==> src/rtl/i2cm_xfer_seq.sv <==
module i2cm_xfer_seq #(
  parameter int DEPTH = 8,
  parameter int DW    = 8,
  parameter int LW    = 16,
  parameter int AW    = 7
) (
  input  logic          clk,
  input  logic          rst_n,
  input  logic          cmd_valid,
  input  logic          cmd_start,
  input  logic          cmd_addr,
  input  logic          cmd_stop,
  input  logic          cmd_read,
  input  logic [AW-1:0] cmd_dev,
  input  logic [LW-1:0] cmd_len,
  input  logic [3:0]    wm_high,
  input  logic [3:0]    wm_low,
  input  logic          pacing,
  input  logic          host_wr,
  input  logic [DW-1:0] host_wdata,
  input  logic          host_rd,
  output logic [DW-1:0] host_rdata,
  output logic          bus_req,
  output logic [1:0]    bus_op,
  output logic [AW-1:0] bus_dev,
  output logic          bus_rnw,
  output logic [DW-1:0] bus_wdata,
  input  logic          bus_done,
  input  logic          bus_nack,
  input  logic [DW-1:0] bus_rdata,
  output logic          data_req,
  output logic          cmd_done,
  output logic          i2c_busy,
  output logic          self_busy,
  output logic          hi_water,
  output logic          lo_water,
  output logic          err_invalid,
  output logic          err_nack,
  output logic          err_overrun,
  output logic          err_access,
  output logic [7:0]    fifo_count,
  output logic [LW-1:0] front_left,
  output logic [LW-1:0] back_left
);

  localparam int PW = $clog2(DEPTH);
  localparam int CW = PW + 1;
  localparam logic [1:0] OP_START = 2'd0;
  localparam logic [1:0] OP_SEND  = 2'd1;
  localparam logic [1:0] OP_RECV  = 2'd2;
  localparam logic [1:0] OP_STOP  = 2'd3;

  typedef enum logic [1:0] {S_IDLE, S_START, S_XFER, S_STOP} st_t;

  st_t           st;
  logic [DW-1:0] mem [DEPTH];
  logic [PW-1:0] wp, rp;
  logic [CW-1:0] cnt;
  logic [LW-1:0] fe, be;
  logic [AW-1:0] dev_q;
  logic          rnw_q, stop_q, busy_q, sbusy_q, done_q;
  logic          inv_q, nack_q, ovr_q, acc_q;
  logic          req_q;
  logic [1:0]    op_q;
  logic [DW-1:0] rdata_q;

  wire full     = int'(cnt) == DEPTH;
  wire empty    = cnt == '0;
  wire both0    = (fe == '0) && (be == '0);
  wire cmd_null = !cmd_start && !cmd_addr && !cmd_stop && (cmd_len == '0);
  wire cmd_take = cmd_valid && !cmd_null && done_q && (st != S_STOP);
  wire cmd_bad  = cmd_valid && !cmd_take;
  wire op_end   = req_q && bus_done;
  wire byte_end = op_end && (op_q == OP_SEND || op_q == OP_RECV);

  wire wr_dir_ok = busy_q && !rnw_q;
  wire rd_dir_ok = busy_q && rnw_q;
  wire h_wr_ok   = host_wr && wr_dir_ok && !full;
  wire h_rd_ok   = host_rd && rd_dir_ok && !empty;
  wire h_bad     = (host_wr && !wr_dir_ok) || (host_rd && !rd_dir_ok);
  wire h_ovr     = !pacing && ((host_wr && wr_dir_ok && full) ||
                               (host_rd && rd_dir_ok && empty));
  wire h_acc     = h_wr_ok || h_rd_ok;

  wire push = h_wr_ok || (byte_end && op_q == OP_RECV);
  wire pop  = h_rd_ok || (byte_end && op_q == OP_SEND);
  wire [DW-1:0] push_data = h_wr_ok ? host_wdata : bus_rdata;

  function automatic logic [PW-1:0] nxt(input logic [PW-1:0] p);
    return (int'(p) == DEPTH - 1) ? '0 : p + 1'b1;
  endfunction

  always_ff @(posedge clk) begin
    if (push) mem[wp] <= push_data;
  end

  always_ff @(posedge clk or negedge rst_n) begin
    if (!rst_n) begin
      wp      <= '0;
      rp      <= '0;
      cnt     <= '0;
      rdata_q <= '0;
    end else begin
      if (push) wp <= nxt(wp);
      if (pop)  rp <= nxt(rp);
      if (h_rd_ok) rdata_q <= mem[rp];
      case ({push, pop})
        2'b10:   cnt <= cnt + 1'b1;
        2'b01:   cnt <= cnt - 1'b1;
        default: cnt <= cnt;
      endcase
    end
  end

  always_ff @(posedge clk or negedge rst_n) begin
    if (!rst_n) begin
      st      <= S_IDLE;
      fe      <= '0;
      be      <= '0;
      dev_q   <= '0;
      rnw_q   <= 1'b0;
      stop_q  <= 1'b0;
      busy_q  <= 1'b0;
      sbusy_q <= 1'b0;
      done_q  <= 1'b1;
      inv_q   <= 1'b0;
      nack_q  <= 1'b0;
      ovr_q   <= 1'b0;
      acc_q   <= 1'b0;
      req_q   <= 1'b0;
      op_q    <= OP_START;
    end else begin
      if (cmd_bad || h_bad) inv_q <= 1'b1;
      if (h_ovr) ovr_q <= 1'b1;
      if (cmd_take) begin
        fe     <= cmd_len;
        be     <= cmd_len;
        dev_q  <= cmd_dev;
        rnw_q  <= cmd_read;
        stop_q <= cmd_stop;
        if (cmd_start) begin
          st     <= S_START;
          req_q  <= 1'b1;
          op_q   <= OP_START;
          done_q <= 1'b0;
        end else if (busy_q) begin
          done_q <= 1'b0;
        end
      end else begin
        if (h_acc) begin
          if (be == '0) acc_q <= 1'b1;
          else          be    <= be - 1'b1;
        end
        if (byte_end) fe <= fe - 1'b1;
        case (st)
          S_START: if (op_end) begin
            req_q <= 1'b0;
            if (bus_nack) begin
              nack_q <= 1'b1;
              done_q <= 1'b1;
              st     <= S_IDLE;
            end else begin
              busy_q  <= 1'b1;
              sbusy_q <= 1'b1;
              st      <= S_XFER;
            end
          end
          S_XFER: begin
            done_q <= both0;
            if (op_end) begin
              req_q <= 1'b0;
              if (op_q == OP_SEND && bus_nack) begin
                nack_q <= 1'b1;
                st     <= S_STOP;
              end
            end else if (!req_q) begin
              if (both0) begin
                if (stop_q) st <= S_STOP;
              end else if (fe != '0 && !rnw_q && !empty) begin
                req_q <= 1'b1;
                op_q  <= OP_SEND;
              end else if (fe != '0 && rnw_q && !full) begin
                req_q <= 1'b1;
                op_q  <= OP_RECV;
              end
            end
          end
          S_STOP: begin
            if (op_end) begin
              req_q   <= 1'b0;
              busy_q  <= 1'b0;
              sbusy_q <= 1'b0;
              done_q  <= 1'b1;
              st      <= S_IDLE;
            end else if (!req_q) begin
              req_q <= 1'b1;
              op_q  <= OP_STOP;
            end
          end
          default: ;
        endcase
      end
    end
  end

  wire in_xfer = (st == S_XFER) && busy_q;
  wire hi_w    = in_xfer && rnw_q && (int'(cnt) >= int'(wm_high));
  wire lo_w    = in_xfer && !rnw_q && (int'(cnt) <= int'(wm_low));
  wire rd_req  = (hi_w && !empty) || (fe == '0);
  wire wr_req  = (be != '0) && (((DEPTH - int'(cnt)) >= int'(be)) || lo_w);

  assign data_req    = in_xfer && !both0 && (rnw_q ? rd_req : wr_req);
  assign hi_water    = hi_w;
  assign lo_water    = lo_w;
  assign cmd_done    = done_q;
  assign i2c_busy    = busy_q;
  assign self_busy   = sbusy_q;
  assign err_invalid = inv_q;
  assign err_nack    = nack_q;
  assign err_overrun = ovr_q;
  assign err_access  = acc_q;
  assign fifo_count  = 8'(cnt);
  assign front_left  = fe;
  assign back_left   = be;
  assign host_rdata  = rdata_q;
  assign bus_req     = req_q;
  assign bus_op      = op_q;
  assign bus_dev     = dev_q;
  assign bus_rnw     = rnw_q;
  assign bus_wdata   = mem[rp];

  assert_count_bound_R5: assert property (@(posedge clk) disable iff (!rst_n)
    int'(cnt) <= DEPTH);

  assert_pacing_quiet_R5: assert property (@(posedge clk) disable iff (!rst_n)
    pacing |=> !$rose(ovr_q));

  assert_req_held_R4: assert property (@(posedge clk) disable iff (!rst_n)
    (req_q && !bus_done) |=> (req_q && $stable(op_q)));

  assert_back_host_only_R7: assert property (@(posedge clk) disable iff (!rst_n)
    (!cmd_valid && !host_wr && !host_rd) |=> $stable(be));

  assert_front_bus_only_R8: assert property (@(posedge clk) disable iff (!rst_n)
    (!cmd_valid && !bus_done) |=> $stable(fe));

  assert_dreq_not_done_R11: assert property (@(posedge clk) disable iff (!rst_n)
    data_req |-> !done_q);

  assert_stop_frees_R11: assert property (@(posedge clk) disable iff (!rst_n)
    (req_q && bus_done && op_q == OP_STOP) |=> (!busy_q && !sbusy_q));

endmodule

==> config.mk <==
export PLATFORM = sky130hd
export DESIGN_NAME = i2cm_xfer_seq
export DESIGN_NICKNAME = d
export VERILOG_FILES = /design/src/rtl/i2cm_xfer_seq.sv
export SDC_FILE = /design/constraint.sdc
export NUM_CORES = 1
export LEC_CHECK = 0
export ABC_AREA = 1
export BUFFER_PORTS_ARGS = -buffer_cell sky130_fd_sc_hd__buf_2
export CAP_MARGIN = 10
export CORE_MARGIN = 2
export CORE_UTILIZATION = 50
export CTS_BUF_LIST = sky130_fd_sc_hd__clkbuf_2 sky130_fd_sc_hd__clkbuf_4 sky130_fd_sc_hd__clkbuf_8
export CTS_CLUSTER_SIZE = 30
export DETAILED_ROUTE_END_ITERATION = 6
export PLACE_DENSITY = 0.73
export RECOVER_POWER = 100
export REMOVE_ABC_BUFFERS = 1
export SLEW_MARGIN = 20
export SYNTH_ARGS = -nofsm -noshare
export SYNTH_HDL_FRONTEND = slang
export SYNTH_SLANG_ARGS = --single-unit
==> constraint.sdc <==
create_clock -name clk -period 4.63 [get_ports clk]
set_input_delay 0.2315 -clock clk [delete_from_list [all_inputs] [get_ports clk]]
set_output_delay 0.2315 -clock clk [all_outputs]
set_load 0.1 [all_outputs]
; Yosys cells after proc, flatten, opt, wreduce, memory -nomap -nowiden
; Memory sizes are Yosys's and may differ from the RTL's.
; Cells that the tools add are included.
[totals]
ff_bits = 70
ramBits = 64
in_bits = 59
output_inout_bits = 77
word_cells = 198
memories = 1
[mem_list]
columns = memory, depth, word_bits, read_ports, rd_ports_with_merged_regs, wr, line_no
row1 = mem, 8, 8, 1, 0, 1, 56  ; logic [DW-1:0] mem [DEPTH];
[classes]
add_sub_neg = 7
magnitude_cmp = 3
eq_ne = 33
muxes = 56
bitwise = 1
n_reduce_logical = 79
[ops]
columns = cell, count
row1 = 2-to-1 mux 16 bit, 5
row2 = logical NOT 16 bit, 3
row3 = 2-to-1 mux 2 bit, 19
row4 = logical AND 1 bit, 37
row5 = nonzero test 16 bit, 2
row6 = "subtractor 16 x 1 -> 16 bit, second input constant", 2
row7 = "inequality test 3 bit, second input constant", 9
row8 = 2-to-1 mux 1 bit, 22
row9 = "inequality test 4 bit, second input constant", 5
row10 = "inequality test 2 bit, second input constant", 9
row11 = greater-or-equal comparator 5 x 17 -> 1 bit, 1
row12 = AND reduction 8 bit, 2
row13 = logical NOT 1 bit, 12
row14 = AND reduction 5 bit, 2
row15 = nonzero test 2 bit, 5
row16 = logical OR 1 bit, 9
row17 = "== test 2 bit, second input constant", 4
row18 = 2-to-1 mux 8 bit, 1
row19 = case mux 4 bit (2 select lines), 1
row20 = "adder 3 x 1 -> 3 bit, second input constant", 2
row21 = "== test 2 x 1 -> 1 bit, second input constant", 3
row22 = "== test 3 x 1 -> 1 bit, second input constant", 2
row23 = 2-to-1 mux 3 bit, 2
row24 = case mux 1 bit (3 select lines), 2
row25 = other kinds (16), 18

; Logic depth before layout (Yosys ltp)
[logic_depth]
depth_word = 11
ltp_mapped = 17
ltp_nobuf = 17

; Least setup slack after synthesis
; OpenSTA, ideal clock, no wires.
[synth_path]
path_type = register -> output
from = register cnt[0]
to = output port data_req
arrival_time_ns = 4.072
required_ns = 4.398
slack_ns = 0.326
path_stages_with_launch = 13
path_buffers = 0
path_cell_list = dfrtp_1 > inv_1 > ha_1 > nand2_1 > nand2_1 > ha_1 > nor4_1 > nand3b_1 > nand2_1 > nand2_1 > nand2_1 > nand2_1 > a21oi_1
[synth_via]
elab_chain_len = 6
word_cells_on_any_way = 14
cone_classes = add/sub (1) / order compare (3) / mux (1) / reduce/logical (9)
[synth_rtl]
columns = element, line_no
row1 = from (decl), 58  ; logic [CW-1:0] cnt;
row2 = from (signal assigned), 108  ; 2'b10: cnt <= cnt + 1'b1;
row3 = from (signal assigned), 109  ; 2'b01: cnt <= cnt - 1'b1;
row4 = from (signal assigned), 110  ; default: cnt <= cnt;
row5 = subtractor 4 x 4 -> 5 bit (tied with other cells), 210  ; wire wr_req = (be != '0) && (((DEPTH - int'(cnt)) >= int'(be)) || lo_w);
row6 = greater-or-equal comparator 5 x 17 -> 1 bit (tied with other cells), 210
row7 = logical OR 1 bit or logical AND 1 bit (tied branches), "210, 209"
row8 = logical AND 1 bit or logical OR 1 bit (tied branches), "210, 209"
row9 = 2-to-1 mux 1 bit *, 212  ; assign data_req = in_xfer && !both0 && (rnw_q ? rd_req : wr_req);
row10 = logical AND 1 bit *, 212
row11 = to (decl), 31  ; output logic data_req,
; Mark *: on every way between the ends. The rest lies on a longest branch, timed or not.

; Worst setup path in the final report
; Ends and elaborated chain as after synthesis.

==> results.sh <==
export IMPL_status="complete, but fails checks"
export IMPL_violations="capacitance limit, slew limit"
export IMPL_path_cells="inv_1, ha_1, nand2_1, nand2_1, inv_1, ha_1, nand2_1, nor4_1, nand3b_1, nand2_1, nand2_1, nand2_1, nand2_1, a21oi_1, clkbuf_1"
export IMPL_synth_ff_type="dfrtp_1"
export IMPL_wl_mm=18.7
export IMPL_vdd_ir_drop_max_v=0.000228
export IMPL_synthDominantCellAreaShare_pct=26.3
export IMPL_min_period_ns=3.86
export IMPL_crit_required_ns=4.40
export IMPL_final_cell_count_no_fill=1167
export IMPL_cts_setup_buffers=0
export IMPL_portBuffers=131
export IMPL_grt_max_degree=71
export IMPL_seq_area_frac_synth_pct=50.2
export IMPL_async_flop_share_pct=52.2
export IMPL_clock_root_buffer="clkbuf_8"
export IMPL_hold_slack_ns=0.0407
export IMPL_wl_per_cell_um=16.0
export IMPL_area_growth_pct=14.5
export IMPL_ant_nets=0
export IMPL_yosys_top_cells_area="edfxtp_1 (26%), dfrtp_1 (24%), nand2_1 (10%)"
export IMPL_gp_congestion=0.887
export IMPL_avgSynthCellArea_um2=8.84
export IMPL_fillCellCount=1332
export IMPL_path_class="reg2out"
export IMPL_syn_inst=828
export IMPL_reg2reg_depth=6
export IMPL_met1_usage_pct=35.3
export IMPL_synth_largest_area_cell="edfxtp_1"
export IMPL_grt_overflow=0
export IMPL_vias=6303
export IMPL_layout_nets=1057
export IMPL_crit_fanout=7
export IMPL_tightest_slew_ns=1.77
export IMPL_numPlacedInstances=1125
export IMPL_die_x_um=125
export IMPL_drv_cap=2
export IMPL_worstReg2RegEnd="back_left[8]"
export IMPL_min_path_cells=3
export IMPL_drive_above_1_share_pct=11.9
export IMPL_ys_seq_elements=134
export IMPL_hold_violations=0
export IMPL_p_switching_w=0.000545
export IMPL_total_power_w=0.00227
export IMPL_dieHeight_um=125
export IMPL_setup_viol=0
export IMPL_final_setup_skew_ns=0.0121
export IMPL_ff2ff_setup_slack_ns=0.87
export IMPL_hp_start="cmd_read"
export IMPL_cts_hold_buf=10
export IMPL_synth_edf_count=64
export IMPL_clk_path_buf_depth=2
export IMPL_start_util_pct=50.7
export IMPL_powerDensity_nw_per_um2=271
export IMPL_dieArea_um2=15600
export IMPL_cts_reportedPaths_clkPinSlew_ns=0.07
export IMPL_vias_per_cell=5.40
export IMPL_r2r_start="cmd_done"
export IMPL_clkPwrFrac_pct=41.3
export IMPL_startpoint_type="register"
export IMPL_cts_repair_resized=0
export IMPL_drt_pre_antenna_iters=5
export IMPL_globalRouteMet2Util_pct=36.4
export IMPL_cp_arrival_ns=3.63
export IMPL_relSlewSlack_pct=-17.9
export IMPL_synth_distinct_cells=53
export IMPL_hp_class="in2reg"
export IMPL_cts_sinks=134
export IMPL_met3_usage_pct=5.52
export IMPL_cts_buffers=17
export IMPL_drt_iter0_markers=411
export IMPL_final_max_slew_viol_count=103
export IMPL_syn_area_um2=7320
export IMPL_min_to="bus_rnw"
export IMPL_route_detailed_drc=0
export IMPL_core_um2=14400
export IMPL_dp_hpwl_mm=13.6
export IMPL_cts_tree="built"
export IMPL_crit_path_end_kind="output port"
export IMPL_antenna_found_initial=0
export IMPL_fmax_mhz=259
export IMPL_rsz0062_at_grt="no"
export IMPL_leakagePower_nw=3.74
export IMPL_seqPwrFrac_pct=54.9
export IMPL_synth_common_cells="nand2_1 (199), nor2_1 (119), inv_1 (84), dfrtp_1 (69), edfxtp_1 (64)"
export IMPL_grt_pass1_wl_mm=30.1
export IMPL_ys_warn_count=0
export IMPL_p_sw_share_pct=24.0
export IMPL_synth_most_common_cell="nand2_1"
export IMPL_slowest_stage="clkbuf_1"
export IMPL_setup_tns_ns=0
export IMPL_combPwrFrac_pct=3.8
export IMPL_cts_max_level=4
export IMPL_grt_busiest_layer="met2"
export IMPL_num_rows=44
export IMPL_min_period_over_period_pct=83.3
export IMPL_clk_latency_ns=0.46
export IMPL_p_int_w=0.00173
export IMPL_io_pins=136
export IMPL_grt_usage_pct=24.3
export IMPL_diodes=0
export IMPL_grt_pass1_vias=5900
export IMPL_cp_common_cell="nand2_1"
export IMPL_slowest_delay_ns=0.89
## per-layer routing
metal | vias to the layer above | part of all wire, %
li1 | 3061 | -
met1 | 2967 | 47
met2 | 245 | 44
met3 | 30 | 7.0
met4 | 0 | 1.9
met5 | - | 0
## sequential cells by signal, indices dropped and copies added (netlist names)
register / count
err_nack: 1
mem: 64
err_overrun: 1
cnt: 4
self_busy: 1
wp: 3
st: 2
back_left: 16
err_access: 1
err_invalid: 1
front_left: 16
bus_req: 1
bus_dev: 7
rp: 3
cmd_done: 1
stop_q: 1
bus_rnw: 1
bus_op: 2
host_rdata: 8
## critical path: cells and delay by family, from the launching register on
family	cells	cell delay [ns]
AOI/OAI and AO/OA	1	0.20
buffers and inverters	3	1.18
adders and majority gates	2	0.53
DFF	1	0.40
and+or+nand+nor	9	0.87
## per-stage QoR
stage	setup slack, ns	util [%]	instance area [um2]
2_1_floorplan	0.326	-	7180
3_3_place_gp	1.64	56.0	8070
3_5_place_dp	1.54	56.0	8070
4_1_cts	1.16	59.3	8550
5_1_grt	0.546	58.1	8380
6_report	0.772	58.1	8380
## cell type report
cell class              instances  area [um2]  area share, %
inverters                      91         344           4.11
clock buffers                  19         255           3.05
flip-flops and latches        134        3670           43.9
clock inverters                13         120           1.43
well taps                     184         230           2.75
repair buffers                142         672           8.02
multi-input cells             584        3080           36.8
## cell families (layout without fill, tap and decap cells)
family / count (synthesis) / in the layout / synth area share, %
AND/OR/NAND/NOR: 400 / 400 / 23.8
flip-flops: 134 / 134 / 50.2
AO/OA/AOI/OAI: 132 / 132 / 11.9
buffers and inverters: 113 / 265 / 6.76
adder cells (fa/ha/maj): 28 / 28 / 4.89
XOR/XNOR: 20 / 20 / 2.39
other: 1 / 4 / 0.0513
## power groups by stage
stage	Sequential, W	Clock [W]	Combinational (W)
after floorplan	0.00127	0	0.0000328
after global placement	0.00127	0	0.0000801
after detailed placement	0.00127	0	0.0000812
after CTS	0.00125	0.000950	0.0000878
after global routing	0.00125	0.000999	0.0000971
final	0.00125	0.000938	0.0000875
## how the worst max path moves through the flow
stage                     slack, ns  startpoint  endpoint
after floorplan                0.33      cnt[0]  data_req
after global placement         1.64      cnt[0]    cnt[3]
after detailed placement       1.54      cnt[0]    cnt[3]
after CTS                      1.16      cnt[0]  data_req
after global routing           0.55      cnt[0]  data_req
final                          0.77      cnt[0]  data_req
## cell usage in the layout (no fill, tap or decap), drive strengths merged, types with 19 or more instances in the layout
cell type,netlist,final
a21oi,19,19
buf,17,58
clkbuf,5,93
dfrtp,69,69
edfxtp,64,64
ha,27,27
inv,90,96
nand2,209,209
nand3,31,31
nor2,122,122
o211ai,21,21
o21ai,55,55
No activity file was read; power rests on OpenSTA's default activity.
